<file path="src/rtl/tap_pkg.sv">
package tap_pkg;

  typedef enum logic [3:0] {
    ST_TLR    = 4'd0,
    ST_RTI    = 4'd1,
    ST_SEL_DR = 4'd2,
    ST_CAP_DR = 4'd3,
    ST_SH_DR  = 4'd4,
    ST_EX1_DR = 4'd5,
    ST_PAU_DR = 4'd6,
    ST_EX2_DR = 4'd7,
    ST_UPD_DR = 4'd8,
    ST_SEL_IR = 4'd9,
    ST_CAP_IR = 4'd10,
    ST_SH_IR  = 4'd11,
    ST_EX1_IR = 4'd12,
    ST_PAU_IR = 4'd13,
    ST_EX2_IR = 4'd14,
    ST_UPD_IR = 4'd15
  } tap_state_e;

  typedef struct packed {
    logic cap_dr;
    logic sh_dr;
    logic upd_dr;
    logic cap_ir;
    logic sh_ir;
    logic upd_ir;
  } tap_strobe_t;

  function automatic tap_state_e tap_next(tap_state_e cur, logic tms);
    tap_state_e nxt;
    case (cur)
      ST_TLR:    nxt = tms ? ST_TLR    : ST_RTI;
      ST_RTI:    nxt = tms ? ST_SEL_DR : ST_RTI;
      ST_SEL_DR: nxt = tms ? ST_SEL_IR : ST_CAP_DR;
      ST_CAP_DR: nxt = tms ? ST_EX1_DR : ST_SH_DR;
      ST_SH_DR:  nxt = tms ? ST_EX1_DR : ST_SH_DR;
      ST_EX1_DR: nxt = tms ? ST_UPD_DR : ST_PAU_DR;
      ST_PAU_DR: nxt = tms ? ST_EX2_DR : ST_PAU_DR;
      ST_EX2_DR: nxt = tms ? ST_UPD_DR : ST_SH_DR;
      ST_UPD_DR: nxt = tms ? ST_SEL_DR : ST_RTI;
      ST_SEL_IR: nxt = tms ? ST_TLR    : ST_CAP_IR;
      ST_CAP_IR: nxt = tms ? ST_EX1_IR : ST_SH_IR;
      ST_SH_IR:  nxt = tms ? ST_EX1_IR : ST_SH_IR;
      ST_EX1_IR: nxt = tms ? ST_UPD_IR : ST_PAU_IR;
      ST_PAU_IR: nxt = tms ? ST_EX2_IR : ST_PAU_IR;
      ST_EX2_IR: nxt = tms ? ST_UPD_IR : ST_SH_IR;
      ST_UPD_IR: nxt = tms ? ST_SEL_DR : ST_RTI;
      default:   nxt = ST_TLR;
    endcase
    return nxt;
  endfunction

endpackage

</file>
<file path="src/rtl/tap_fsm.sv">
module tap_fsm
  import tap_pkg::*;
(
  input  logic        tck_i,
  input  logic        rst_ni,
  input  logic        sys_rst_i,
  input  logic        tms_i,
  output tap_state_e  state_o,
  output tap_strobe_t strobe_o,
  output logic        in_tlr_o
);

  tap_state_e state_q;

  always_ff @(posedge tck_i or negedge rst_ni) begin
    if (!rst_ni)        state_q <= ST_TLR;
    else if (sys_rst_i) state_q <= ST_TLR;
    else                state_q <= tap_next(state_q, tms_i);
  end

  always_comb begin
    strobe_o.cap_dr = (state_q == ST_CAP_DR);
    strobe_o.sh_dr  = (state_q == ST_SH_DR);
    strobe_o.upd_dr = (state_q == ST_UPD_DR);
    strobe_o.cap_ir = (state_q == ST_CAP_IR);
    strobe_o.sh_ir  = (state_q == ST_SH_IR);
    strobe_o.upd_ir = (state_q == ST_UPD_IR);
  end

  assign in_tlr_o = (state_q == ST_TLR);
  assign state_o  = state_q;

endmodule

</file>
<file path="src/rtl/tap_ir.sv">
module tap_ir #(
  parameter int unsigned       IR_W        = 5,
  parameter logic [IR_W-1:0]   CAPTURE_VAL = IR_W'(1),
  parameter logic [IR_W-1:0]   RESET_OP    = IR_W'(1)
) (
  input  logic            tck_i,
  input  logic            rst_ni,
  input  logic            capture_i,
  input  logic            shift_i,
  input  logic            update_i,
  input  logic            reset_op_i,
  input  logic            tdi_i,
  output logic            shift_lsb_o,
  output logic [IR_W-1:0] instr_o
);

  logic [IR_W-1:0] sh_q;
  logic [IR_W-1:0] upd_q;

  // shift stage: parallel capture, serial shift toward bit 0
  always_ff @(posedge tck_i or negedge rst_ni) begin
    if (!rst_ni)        sh_q <= '0;
    else if (capture_i) sh_q <= CAPTURE_VAL;
    else if (shift_i)   sh_q <= {tdi_i, sh_q[IR_W-1:1]};
  end

  // output stage
  always_ff @(posedge tck_i or negedge rst_ni) begin
    if (!rst_ni)         upd_q <= RESET_OP;
    else if (reset_op_i) upd_q <= RESET_OP;
    else if (update_i)   upd_q <= sh_q;
  end

  // reset state overrides at once, without waiting for the reload edge
  assign instr_o     = reset_op_i ? RESET_OP : upd_q;
  assign shift_lsb_o = sh_q[0];

endmodule

</file>
<file path="src/rtl/tap_decode.sv">
module tap_decode #(
  parameter int unsigned     IR_W      = 5,
  parameter logic [IR_W-1:0] OP_IDCODE = IR_W'(1),
  parameter logic [IR_W-1:0] OP_SAMPLE = IR_W'(2),
  parameter logic [IR_W-1:0] OP_EXTEST = IR_W'(0),
  parameter logic [IR_W-1:0] OP_BYPASS = '1
) (
  input  logic [IR_W-1:0] instr_i,
  output logic            sel_idcode_o,
  output logic            sel_sample_o,
  output logic            sel_extest_o,
  output logic            sel_bypass_o
);

  logic hit_id, hit_smp, hit_ext, hit_byp;

  always_comb begin
    hit_id  = (instr_i == OP_IDCODE);
    hit_smp = (instr_i == OP_SAMPLE);
    hit_ext = (instr_i == OP_EXTEST);
    hit_byp = (instr_i == OP_BYPASS);
    sel_idcode_o = hit_id;
    sel_sample_o = hit_smp;
    sel_extest_o = hit_ext;
    // unassigned codes fall through to bypass
    sel_bypass_o = hit_byp | ~(hit_id | hit_smp | hit_ext);
  end

endmodule

</file>
<file path="src/rtl/tap_tdo.sv">
module tap_tdo (
  input  logic tck_i,
  input  logic rst_ni,
  input  logic sh_ir_i,
  input  logic sh_dr_i,
  input  logic ir_lsb_i,
  input  logic dr_tdo_i,
  output logic tdo_o,
  output logic tdo_en_o
);

  always_ff @(negedge tck_i or negedge rst_ni) begin
    if (!rst_ni) begin
      tdo_o    <= 1'b0;
      tdo_en_o <= 1'b0;
    end else begin
      tdo_en_o <= sh_ir_i | sh_dr_i;
      tdo_o    <= (sh_ir_i & ir_lsb_i) | (sh_dr_i & dr_tdo_i);
    end
  end

endmodule

</file>
<file path="src/rtl/tap_ctrl.sv">
module tap_ctrl
  import tap_pkg::*;
#(
  parameter int unsigned     IR_W      = 5,
  parameter logic [IR_W-1:0] OP_IDCODE = IR_W'(1),
  parameter logic [IR_W-1:0] OP_SAMPLE = IR_W'(2),
  parameter logic [IR_W-1:0] OP_EXTEST = IR_W'(0),
  parameter logic [IR_W-1:0] OP_BYPASS = '1
) (
  input  logic            tck_i,
  input  logic            rst_ni,
  input  logic            sys_rst_i,
  input  logic            tms_i,
  input  logic            tdi_i,
  input  logic            dr_tdo_i,
  output logic            tdo_o,
  output logic            tdo_en_o,
  output logic [3:0]      state_o,
  output logic [IR_W-1:0] instr_o,
  output logic            sel_idcode_o,
  output logic            sel_sample_o,
  output logic            sel_extest_o,
  output logic            sel_bypass_o,
  output logic            capture_dr_o,
  output logic            shift_dr_o,
  output logic            update_dr_o,
  output logic            capture_ir_o,
  output logic            shift_ir_o,
  output logic            update_ir_o
);

  // two low bits 01, rest zero
  localparam logic [IR_W-1:0] IR_CAPTURE = IR_W'(1);

  tap_state_e  state;
  tap_strobe_t strb;
  logic        in_tlr;
  logic        ir_lsb;
  logic [IR_W-1:0] instr;

  tap_fsm u_fsm (
    .tck_i     (tck_i),
    .rst_ni    (rst_ni),
    .sys_rst_i (sys_rst_i),
    .tms_i     (tms_i),
    .state_o   (state),
    .strobe_o  (strb),
    .in_tlr_o  (in_tlr)
  );

  tap_ir #(
    .IR_W        (IR_W),
    .CAPTURE_VAL (IR_CAPTURE),
    .RESET_OP    (OP_IDCODE)
  ) u_ir (
    .tck_i       (tck_i),
    .rst_ni      (rst_ni),
    .capture_i   (strb.cap_ir),
    .shift_i     (strb.sh_ir),
    .update_i    (strb.upd_ir),
    .reset_op_i  (in_tlr),
    .tdi_i       (tdi_i),
    .shift_lsb_o (ir_lsb),
    .instr_o     (instr)
  );

  tap_decode #(
    .IR_W      (IR_W),
    .OP_IDCODE (OP_IDCODE),
    .OP_SAMPLE (OP_SAMPLE),
    .OP_EXTEST (OP_EXTEST),
    .OP_BYPASS (OP_BYPASS)
  ) u_dec (
    .instr_i      (instr),
    .sel_idcode_o (sel_idcode_o),
    .sel_sample_o (sel_sample_o),
    .sel_extest_o (sel_extest_o),
    .sel_bypass_o (sel_bypass_o)
  );

  tap_tdo u_tdo (
    .tck_i    (tck_i),
    .rst_ni   (rst_ni),
    .sh_ir_i  (strb.sh_ir),
    .sh_dr_i  (strb.sh_dr),
    .ir_lsb_i (ir_lsb),
    .dr_tdo_i (dr_tdo_i),
    .tdo_o    (tdo_o),
    .tdo_en_o (tdo_en_o)
  );

  assign state_o      = state;
  assign instr_o      = instr;
  assign capture_dr_o = strb.cap_dr;
  assign shift_dr_o   = strb.sh_dr;
  assign update_dr_o  = strb.upd_dr;
  assign capture_ir_o = strb.cap_ir;
  assign shift_ir_o   = strb.sh_ir;
  assign update_ir_o  = strb.upd_ir;

endmodule

</file>
<file path="config.mk">
export PLATFORM = sky130hd
export DESIGN_NAME = tap_ctrl
export DESIGN_NICKNAME = d
export VERILOG_FILES = /design/src/rtl/tap_pkg.sv /design/src/rtl/tap_fsm.sv /design/src/rtl/tap_ir.sv /design/src/rtl/tap_decode.sv /design/src/rtl/tap_tdo.sv /design/src/rtl/tap_ctrl.sv
export SDC_FILE = /design/constraint.sdc
export NUM_CORES = 1
export LEC_CHECK = 0
export ABC_CLOCK_PERIOD_IN_PS = 1700
export BUFFER_PORTS_ARGS = -buffer_cell sky130_fd_sc_hd__buf_2
export CAP_MARGIN = 20
export CORE_MARGIN = 5
export CORE_UTILIZATION = 45
export DETAILED_ROUTE_END_ITERATION = 12
export GPL_TIMING_DRIVEN = 0
export PLACE_DENSITY = 0.73
export SLEW_MARGIN = 20
export SYNTH_ARGS = -nofsm -noshare
export SYNTH_HDL_FRONTEND = slang
export SYNTH_HIERARCHICAL = 1
export SYNTH_SLANG_ARGS = --single-unit
</file>
<file path="constraint.sdc">
create_clock -name tck_i -period 1.7 [get_ports tck_i]
set_input_delay 0.17 -clock tck_i [delete_from_list [all_inputs] [get_ports tck_i]]
set_output_delay 0.17 -clock tck_i [all_outputs]
set_load 0.05 [all_outputs]
</file>
After elaboration in Yosys (flattened, before gate mapping) --
Index checks and enable logic that the tools add are counted.
Operators by class: reductions and logical operators 7, bitwise operators 8, equality and inequality tests 18, mux-type cells 19
Operators with widths (number):
- one-hot mux 4 bit (12 select lines) | 1
- == test 4 bit, second input constant | 8
- two-way mux 5 bit | 5
- two-way mux 4 bit | 5
- == test 4 x 3 -> 1 bit, second input constant | 4
- == test 4 x 2 -> 1 bit, second input constant | 2
- two-way mux 2 bit | 3
- two-way mux 3 bit | 2
- == test 5 x 1 -> 1 bit, second input constant | 1
- == test 5 x 2 -> 1 bit, second input constant | 1
- == test 5 bit, second input constant | 1
- zero test 5 bit | 1
- OR 1 bit | 5
- == test 4 x 1 -> 1 bit, second input constant | 1
- zero test 4 bit | 1
- nonzero test 2 bit | 2
- OR reduction 2 bit | 2
- two-way mux 1 bit | 3
- OR reduction 3 bit | 1
- AND 1 bit | 2
- inverter 1 bit | 1
Word-level totals: flip-flop bits (word level) 16, input port bits 6

Longest topological paths before layout --
Gate-level depths: netlist (run 1).
depth in word-level cells 7, mapped depth 7

Cells and area by module --
Netlist (run 1), hierarchy kept.
By module, submodules not included:
- tap_ir | times used 1, area an instance 455.4 um2, cells an instance 38, sequential area each 251.5 um2
- tap_fsm | times used 1, area an instance 365.4 um2, cells an instance 48, sequential area each 100.1 um2
- tap_tdo | times used 1, area an instance 65.1 um2, cells an instance 4, sequential area each 50.0 um2
- tap_decode | times used 1, area an instance 50.0 um2, cells an instance 5, sequential area each 0.0 um2

==> metrics.md, run 1 <==
| Metric | Value |
|---|---|
| Synth async-reset ratio | `100%` |
| Sequential share of power | `45.7%` |
| Syn_area_per_cell | `9.85 um^2` |
| Worst Setup End Kind | `output port` |
| Combinational Power Share | `25.6%` |
| # DRC | `0` |
| Pint | `624 uW` |
| Share of layout cells above drive strength 1 | `62.0%` |
| RSZ-0062 raised after global routing | `true` |
| F_max | `0.436 GHz` |
| Die area | `0.00309 mm^2` |
| Die X | `55.6 um` |
| Max clock buf depth | `2` |
| Min Tclk post-route | `2.30 ns` |
| Crit share post-route | `135%` |
| N_diodes | `0` |
| Hold Crit Class | `input pin to flop` |
| Max_cap viols | `0` |
| Slew HR | `75.6%` |
| Post-DR vias/cell | `5.47` |
| Slew Limit Fails | `0` |
| Row cnt | `16` |
| Vias | `968` |
| Synthesized cell area | `936 um^2` |
| Seq/Total Area, Yosys | `42.9%` |
| Number of CTS-inserted buffers | `3` |
| Reg2reg path depth | `6` |
| Num ports | `27` |
| Inst Count DP | `148` |
| Chip height | `55.6 um` |
| Failing checks | `setup timing` |
| Worst vdd ir | `435 uV` |
| Hpwl dp | `1.57 mm` |
| Synth cell types | `36` |
| CTS tree | `built` |
| Worst Clk Skew | `0.0105 ns` |
| Leakage | `0.725 nW` |
| Hold depth | `2` |
| CP arrival | `2.13 ns` |
| First-pass GRT wire length | `3.97 mm` |
| Root Buffer | `clkbuf_4` |
| P per Cell Area | `529 mW/mm^2` |
| Required time of the critical path | `1.53 ns` |
| Final GP Congestion | `0.840` |
| Clock-pin slew on the worst setup and hold paths | `0.10 ns` |
| Synth Instances | `95` |
| Syn_nets | `101` |
| Sw Pwr | `261 uW` |
| Main synth FF type | `dfrtp_1` |
| Setup TNS | `-3.95 ns` |
| Synth area leader | `dfrtp_1` |
| Setup WS post-layout | `-0.596 ns` |
| Grt ovf | `0` |
| Final Setup Violations | `12` |
| Placeable core area | `0.00198 mm^2` |
| Starting DRT DRC Count | `32` |
| Tot GR Track Use | `16.2%` |
| Status | `finished with violations` |
| Critical path peak fanout | `5` |
| H-tree depth | `1` |
| WL/cell | `17.7 um` |
| CP startpoint kind | `flop` |
| Clock sinks | `16` |
| Slew @ Worst Pin | `0.366 ns` |
| Drt pass-1 iters | `4` |
| Input/output buffers | `26` |
| DRT antenna net count | `0` |
| EDFF count, synth | `0` |
| Largest net degree at the start of global routing | `17` |
| Initial Util | `47.2%` |
| Synth top area cells | `dfrtp_1 (35%), mux2i_1 (8.6%), dfrtn_1 (5.3%)` |
| Area share of the largest cell type after synthesis | `34.8%` |
| Clock power frac | `28.6%` |
| Initial antenna violation count | `0` |
| Routed WL | `3.14 mm` |
| Skew-Pair Late Insertion Delay | `0.30 ns` |
| Layout area overhead | `78.9%` |
| # fillers | `109` |
| Total power | `885 uW` |
| Non-Filler Instances | `177` |
| Vias in the first global route | `791` |
| Switch share | `29.5%` |
| Final Hold Viols | `0` |
| Nets@finish | `157` |
| Worst setup path category | `flop to output port` |
| DP Worst Slack | `-0.608 ns` |
| #FFs+latches synth | `16` |
| Synthesis Warnings | `6` |
==> layout make-up <==
class / count / area, um^2 / share of cell area, %
multi-input combinational: 69 / 643 / 38.4
timing repair buffer: 55 / 495 / 29.6
sequential: 16 / 407 / 24.3
buffer: 4 / 38.8 / 2.32
clock buffer: 4 / 36.3 / 2.17
tap: 27 / 33.8 / 2.02
inverter: 2 / 20.0 / 1.20
==> worst max-delay path: stages (launching register included) <==
cell,delay [ns]
dfrtp_2,0.46
nor4_4,0.33
buf_6,0.18
nor2b_4,0.04
or3_4,0.44
nor3b_4,0.19
buf_6,0.18
==> layer usage <==
layer	up-vias	GRT usage [%]	part of all wire (%)
met5	-	0	0
met4	0	1.04	0.32
met3	2	5.57	7.0
met2	44	25.8	51
met1	471	22.0	41
li1	451	-	-
==> cell families (layout without fill, tap and decap cells) <==
kind of cell	count (synthesis)	count (layout)	synth area share, %
AND/OR/NAND/NOR	43	43	27.1
multiplexers	8	8	8.56
buffers and inverters	10	65	6.68
AO/OA/AOI/OAI	17	17	13.8
XOR/XNOR	1	1	0.936
flip-flops	16	16	42.9
==> power groups by stage <==
stage                     Combinational (mW)  Sequential (mW)  Clock (mW)
after global routing                   0.240            0.407       0.285
after detailed placement               0.139            0.411           0
after global placement                 0.137            0.410           0
after CTS                              0.182            0.402       0.259
final                                  0.227            0.405       0.253
after floorplan                       0.0856            0.427           0
==> through the flow <==
| stage | hold slack (ns) | utilization [%] | cell area, um^2 |
|---|---|---|---|
| 6_report | 0.0917 | 84.5 | 1670 |
| 5_1_grt | 0.0790 | 84.5 | 1670 |
| 4_1_cts | 0.0732 | 72.6 | 1440 |
| 3_5_place_dp | 0.103 | 61.7 | 1220 |
| 3_3_place_gp | 0.0929 | 61.7 | 1220 |
| 2_1_floorplan | -0.126 | - | 1060 |
==> synth_stat cells (2+ instances only) <==
| cell | number |
|---|---|
| a221oi_1 | 2 |
| buf_6 | 2 |
| buf_2 | 5 |
| a21oi_1 | 3 |
| nor2_1 | 12 |
| dfrtp_1 | 13 |
| nor3_1 | 3 |
| dfrtn_1 | 2 |
| nand2b_1 | 4 |
| a211o_1 | 2 |
| nor2b_1 | 5 |
| mux2i_1 | 8 |
| or2_1 | 2 |
| a31oi_1 | 3 |
| nor4_1 | 2 |
| nor3b_2 | 2 |
| nand2_1 | 4 |
| nor2b_2 | 2 |
| inv_2 | 2 |
==> layout by cell type (no fill, tap or decap), types with 2 or more instances in the layout <==
cell type,n
a2111oi_2,2
a211o_1,2
a21oi_1,3
a221oi_1,2
a31oi_1,3
buf_12,2
buf_2,12
buf_4,23
buf_6,17
buf_8,4
clkbuf_4,3
dfrtn_1,2
dfrtp_1,9
dfrtp_2,4
mux2i_1,8
nand2_8,2
nand2b_1,4
nor2_1,10
nor2_4,2
nor2b_2,3
nor2b_4,3
nor3_4,2
nor3b_4,3
nor4_4,2
==> repair_timing <==
| item | CTS | global route |
|---|---|---|
| gates resized for setup | 31 | 35 |
| gates cloned | 0 | 0 |
| hold buffers | 1 | 0 |
| buffers inserted | 11 | 17 |
| setup endpoints to repair | 14 | 18 |
| endpoints found under the hold margin | 13 | 0 |
| pin swaps | 6 | 5 |
==> final timing paths <==
check                            startpoint                to  slack, ns
setup / recovery           u_fsm/state_o[0]      sel_idcode_o      -0.60
hold / removal                    sys_rst_i  u_fsm/state_o[1]       0.09
setup reg to reg           u_fsm/state_o[2]    u_tdo/tdo_en_o      -0.36
hold reg to reg                u_ir/sh_q[0]     u_ir/upd_q[0]       0.54
max in group asynchronous            rst_ni       u_tdo/tdo_o       0.36
min in group asynchronous            rst_ni  u_fsm/state_o[1]       0.31
==> state kept, by name, summed over array words and instances (netlist names) <==
name / cells
u_ir/sh_q: 5
u_ir/upd_q: 5
u_fsm/state_o: 4
u_tdo/tdo_en_o: 1
u_tdo/tdo_o: 1
No activity file was read; power rests on OpenSTA's default activity.
==> inputs of run 2 (changes only) <==
Settings changed: CORE_UTILIZATION 45 to 46, SYNTH_HIERARCHICAL 1 to not set.
==> run 2 against run 1 <==
- the run still ends with setup timing left
- count of clock-buffer cells in the layout is the same
- synthesized area up 9.2%
- first-iteration DRC count down 22%
- total power up 13%
- register-to-register slack improved by 0.13 ns
- hold slack worse by 0.033 ns
- critical path type is now flop to flop
- critical endpoint is now u_tdo.tdo_o
- largest cell class unchanged
==> metrics.md, run 2 <==
| Metric | Value |
|---|---|
| GR Util met1 | `19.8%` |
| Hpwl dp | `1.63 mm` |
| CP bufs+invs | `1` |
| Worst Clk Skew | `0.0124 ns` |
| Share of layout cells above drive strength 1 | `58.8%` |
| Inst Count DP | `158` |
| Syn_area_per_cell | `9.74 um^2` |
| Slew @ Worst Pin | `0.392 ns` |
| Worst Setup End Kind | `flop` |
| Main synth FF type | `dfrtp_1` |
| FF+latch area | `407 um^2` |
| GRT met3 Usage | `1.81%` |
| H-tree depth | `1` |
| RSZ-0062 raised after global routing | `true` |
| Initial antenna violation count | `0` |
| Synthesis Warnings | `0` |
| DRT antenna net count | `0` |
| Slew Limit Fails | `0` |
| Max clock buf depth | `2` |
| Syn_nets | `111` |
| Max_cap viols | `0` |
| Die area | `0.00326 mm^2` |
| Tot GR Track Use | `18.0%` |
| DP Worst Slack | `-0.476 ns` |
| Synth cell types | `37` |
| Most frequent cells in the layout | `buf_4 (19), buf_6 (13), nand2_1 (11)` |
| Required time of the critical path | `0.99 ns` |
| CP startpoint kind | `flop` |
| Skew-Pair Late Insertion Delay | `0.29 ns` |
| Reg2reg path depth | `4` |
| Placeable core area | `0.00217 mm^2` |
| Final Util | `78.1%` |
| Area share of the largest cell type after synthesis | `31.8%` |
| R2r endpoint | `u_tdo.tdo_o` |
| Non-Filler Instances | `181` |
| Final Setup Violations | `16` |
| Area occupied by multi-input gates | `661 um^2` |
| Initial Util | `47.1%` |
| Hold Crit Class | `input pin to flop` |
| Critical path peak fanout | `6` |
| Reg2reg setup slack | `-0.23 ns` |
| Most common cell after layout, fill and taps aside | `buf_4` |
| # fillers | `120` |
| Die X | `57.1 um` |
| Total power | `1.00 mW` |
| Worst vdd ir | `441 uV` |
| Synth Instances | `105` |
| Setup WS post-layout | `-0.226 ns` |
| Chip height | `57.1 um` |
| Most frequent cell after synthesis | `dfrtp_1` |
| Post-DR vias/cell | `5.50` |
| Layout area overhead | `65.9%` |
| Seq/Total Area, Yosys | `39.3%` |
| Hold depth | `2` |
| Num ports | `27` |
| Hold Crit Start | `sys_rst_i` |
| Vias in the first global route | `1005` |
| Worst setup path category | `flop to flop` |
| Grt ovf | `0` |
| Critical Path Max Stage Delay | `0.45 ns` |
| Crit-path slowest cell | `dfrtp_2` |
| Critical-path cell list | `buf_12 -> nand2_8 -> nor2_4 -> a22o_1` |
| Clock sinks | `16` |
| Synth async-reset ratio | `100%` |
| Slew HR | `73.7%` |
| Drt pass-1 iters | `4` |
| EDFF count, synth | `0` |
| Input/output buffers | `25` |
| Final Hold Viols | `0` |
| Layer with the highest usage | `met2` |
| Top cell family by delay on the critical path | `flip-flops` |
| Status | `finished with violations` |
| Met2 usage | `34.9%` |
| Largest net degree at the start of global routing | `17` |
| First-pass GRT wire length | `4.62 mm` |
| Final GP Congestion | `0.781` |
| CTS tree | `built` |
| Hold EP | `u_fsm.state_o[0]` |
| Nets@finish | `160` |
| Synth top area cells | `dfrtp_1 (32%), buf_6 (5.5%), dfrtn_1 (4.9%)` |
| Root Buffer | `clkbuf_4` |
| Synth top cells by count | `dfrtp_1 (13), nand2_1 (12), nor2_1 (8)` |
| Vias | `995` |
| R2R Path Start | `u_fsm.state_o[1]` |
| Synth area leader | `dfrtp_1` |
| Routed WL | `3.07 mm` |
| Starting DRT DRC Count | `25` |
| #FFs+latches synth | `16` |
| Clock-pin slew on the worst setup and hold paths | `0.11 ns` |
| Failing checks | `setup timing` |
| Row cnt | `17` |
| Synthesized cell area | `0.00102 mm^2` |
| Setup TNS | `-1.73 ns` |
| P per Cell Area | `591 mW/mm^2` |
| WL/cell | `17.0 um` |
| Leakage | `0.789 nW` |
| CP arrival | `1.22 ns` |
| # DRC | `0` |
| Number of CTS-inserted buffers | `3` |
| N_diodes | `0` |
-- run 2: changes by cell type in the layout (fill, tap and decap cells not counted), moves of 4 or more --
cell / before / now
nand2_1: 1 / 11
o21ai_0: 1 / 7
buf_8: 4 / 9
buf_4: 23 / 19
buf_6: 17 / 13
mux2i_1: 8 / 4
nor2_1: 10 / 6
-- run 2: through the flow --
| step | cell area [um^2] | hold WS (ns) |
|---|---|---|
| after detailed placement | 1260 | 0.100 |
| after CTS | 1630 | 0.0665 |
| after floorplan | 1100 | -0.126 |
| final | 1700 | 0.0592 |
| after global routing | 1700 | 0.0761 |
| after global placement | 1260 | 0.0959 |
-- run 2: kinds of logic after synthesis --
kind of cell    after synthesis  share of synthesized area [%]
simple gates                 46                           29.6
compound gates               23                           15.1
flops                        16                           39.3
buf+inv                      14                           10.2
mux                           5                           5.02
xor+xnor                      1                          0.857
-- run 2: worst max path at each step --
stage | startpoint | endpoint | slack (ns) | cells past startpoint
floorplan | u_fsm.state_o[0] | u_tdo.tdo_o | -0.75 | 3
global placement | u_fsm.state_o[3] | u_tdo.tdo_en_o | -0.46 | 4
detailed placement | u_fsm.state_o[3] | u_tdo.tdo_en_o | -0.48 | 4
CTS | u_tdo.tdo_en_o | tdo_en_o | -0.18 | 1
global route | u_fsm.state_o[3] | u_tdo.tdo_o | -0.29 | 3
finish | u_fsm.state_o[1] | u_tdo.tdo_o | -0.23 | 4
-- run 2: power by group --
group | leakage, nW | total (mW) | switching [mW] | internal [mW]
Clock | 0.0210 | 0.258 | 0.128 | 0.130
Combinational | 0.561 | 0.322 | 0.181 | 0.141
Sequential | 0.207 | 0.422 | 0.0179 | 0.404
Total | 0.789 | 1.00 | 0.327 | 0.676
-- run 2: cell type report --
type                    count  share of cell area, %
multi-input cells          75                   39.0
repair buffers             47                   26.2
clock buffers               4                   2.14
well taps                  28                   2.07
plain buffers               7                   5.61
flip-flops and latches     16                   24.0
inverters                   4                   1.03
-- run 2: timing repair --
item | in CTS | in global routing
buffers inserted | 18 | 4
endpoints found under the setup margin | 15 | 18
hold endpoints to repair | 13 | 0
pin swaps | 8 | 6
hold buffers | 1 | 0
gates resized for setup | 49 | 16
-- run 2: routing by layer --
metal  share of wire, %  wire, um
met5                  0         0
met4                2.8        86
met3                4.3       132
met2                 55      1680
met1                 38      1170
==> inputs of run 3 (changes only) <==
Settings changed: SETUP_SLACK_MARGIN set to 0.15.
==> run 3 against run 2 <==
- the flow still finishes with violations (setup timing)
- non-clock buffer count increased by 9
- count of clock-buffer cells in the layout unchanged
- total power up 4.9%
- clock power hardly changed
- critical path depth stayed put
- sequential power is essentially flat
- die area is the same
- sequential share of layout area down 1.3 points
- register-to-register slack about the same
- critical path type unchanged
- critical endpoint is now u_tdo.tdo_en_o
- largest cell class unchanged
==> metrics.md, run 3 (synthesis gave the netlist of run 2 again) <==
| Metric | Value |
|---|---|
| Placeable core area | `0.00217 mm^2` |
| Setup TNS | `-2.17 ns` |
| Chip height | `57.1 um` |
| Die area | `0.00326 mm^2` |
| Setup WS post-layout | `-0.225 ns` |
| Share of layout cells above drive strength 1 | `63.6%` |
| Critical Path Max Stage Delay | `0.42 ns` |
| Required time of the critical path | `1.00 ns` |
| Hpwl dp | `1.70 mm` |
| Failing checks | `setup timing` |
| Initial Util | `47.1%` |
| Status | `finished with violations` |
| Slew HR | `73.7%` |
| Grt ovf | `0` |
| Clock-pin slew on the worst setup and hold paths | `0.10 ns` |
| CP startpoint kind | `flop` |
| Final Setup Violations | `16` |
| Number of CTS-inserted buffers | `3` |
| Layout area overhead | `75.3%` |
| Crit-path slowest cell | `dfrtp_2` |
| Final Util | `82.6%` |
| Tot GR Track Use | `17.5%` |
| # DRC | `0` |
| WL/cell | `16.4 um` |
| Final Hold Viols | `0` |
| First-pass GRT wire length | `4.33 mm` |
| Top cell family by delay on the critical path | `flip-flops` |
| Post-DR vias/cell | `5.44` |
| Routed WL | `3.12 mm` |
| Slew Limit Fails | `0` |
| # fillers | `122` |
| CTS tree | `built` |
| Num ports | `27` |
| Leakage | `0.841 nW` |
| Initial antenna violation count | `0` |
| RSZ-0062 raised after global routing | `true` |
| Slew @ Worst Pin | `0.392 ns` |
| CP arrival | `1.22 ns` |
| Input/output buffers | `25` |
| Max_cap viols | `0` |
| Max clock buf depth | `2` |
| Nets@finish | `169` |
| DP Worst Slack | `-0.384 ns` |
| Finished Cell Area | `0.00179 mm^2` |
| Hold Crit Class | `input pin to flop` |
| Vias | `1034` |
| Final GP Congestion | `0.815` |
| Critical path peak fanout | `5` |
| CP bufs+invs | `2` |
| Clock sinks | `16` |
| N_diodes | `0` |
| Worst Setup End Kind | `flop` |
| Worst setup path category | `flop to flop` |
| Most frequent cells in the layout | `buf_6 (20), buf_4 (20), nand2_1 (11)` |
| DRT antenna net count | `0` |
| Largest net degree at the start of global routing | `17` |
| Vias in the first global route | `915` |
| Root Buffer | `clkbuf_4` |
| Die X | `57.1 um` |
| Drt pass-1 iters | `4` |
| Skew-Pair Late Insertion Delay | `0.29 ns` |
| P per Cell Area | `587 mW/mm^2` |
| Worst vdd ir | `395 uV` |
| Placed cell areas | `0.00132 mm^2` |
| H-tree depth | `1` |
| Starting DRT DRC Count | `19` |
| Row cnt | `17` |
| Worst Clk Skew | `0.00475 ns` |
| Critical-path cell list | `buf_6 -> inv_2 -> nor4_4 -> or2_4` |
run 3: cell types whose count changed in the layout (fill, tap and decap cells not counted), sizes merged:
cell / previous run / this run
buf: 53 / 62
run 3: area by class of cell:
cell class | count | area, um^2 | area share (%)
tap | 28 | 35.0 | 1.96
multi-input combinational | 75 | 673 | 37.6
buffer | 10 | 145 | 8.10
timing repair buffer | 53 | 480 | 26.8
clock buffer | 4 | 36.3 | 2.03
sequential | 16 | 407 | 22.7
inverter | 4 | 15.0 | 0.838
run 3: stage by stage:
| stage | cells | total power [mW] | hold slack [ns] |
|---|---|---|---|
| floorplan | 105 | 0.619 | -0.126 |
| global placement | 158 | 0.665 | 0.0999 |
| detailed placement | 158 | 0.670 | 0.101 |
| CTS | 177 | 0.987 | 0.0604 |
| global route | 190 | 1.09 | 0.0815 |
| finish | 190 | 1.05 | 0.0715 |
run 3: power breakdown:
part | switching [mW] | total, mW | leakage [nW] | internal, mW
clock network | 0.130 | 0.261 | 0.0210 | 0.131
registers | 0.0197 | 0.424 | 0.207 | 0.404
logic | 0.196 | 0.367 | 0.613 | 0.171
total | 0.346 | 1.05 | 0.841 | 0.706
run 3: timing repair:
item / 4_1_cts / 5_1_grt
pin swaps: 7 / 11
gates resized for setup: 54 / 13
hold buffers: 1 / 0
setup buffers: 13 / 13
endpoints found under the setup margin: 19 / 20
endpoints found under the hold margin: 13 / 0
gates cloned: 1 / 0
run 3: path summary, 6_finish.rpt:
path	depth (start not counted)	from	endpoint	slack, ns
worst max register to register	4	u_fsm.state_o[2]	u_tdo.tdo_en_o	-0.22
worst min-delay path	2	sys_rst_i	u_fsm.state_o[0]	0.07
worst min register to register	2	u_ir.sh_q[4]	u_ir.sh_q[4]	0.55
min in group asynchronous	2	rst_ni	u_ir.sh_q[0]	0.33
worst max-delay path	4	u_fsm.state_o[2]	u_tdo.tdo_en_o	-0.22
max in group asynchronous	2	rst_ni	u_tdo.tdo_o	0.32
run 3: worst register-to-register path, cell delays in order (launching register included):
cell and delay, ns:
dfrtp_2 0.42, buf_6 0.14, inv_2 0.10, nor4_4 0.05
or2_4 0.21
run 3: per-layer routing:
layer  wire length, um  up-vias  part of all wire (%)  track usage [%]
met5                 0        -                     0                0
met4               102        0                   3.3             9.93
li1                  -      482                     -                -
met1              1160      500                    37             19.8
met2              1680       43                    54             31.8
met3               184        9                   5.9             1.58
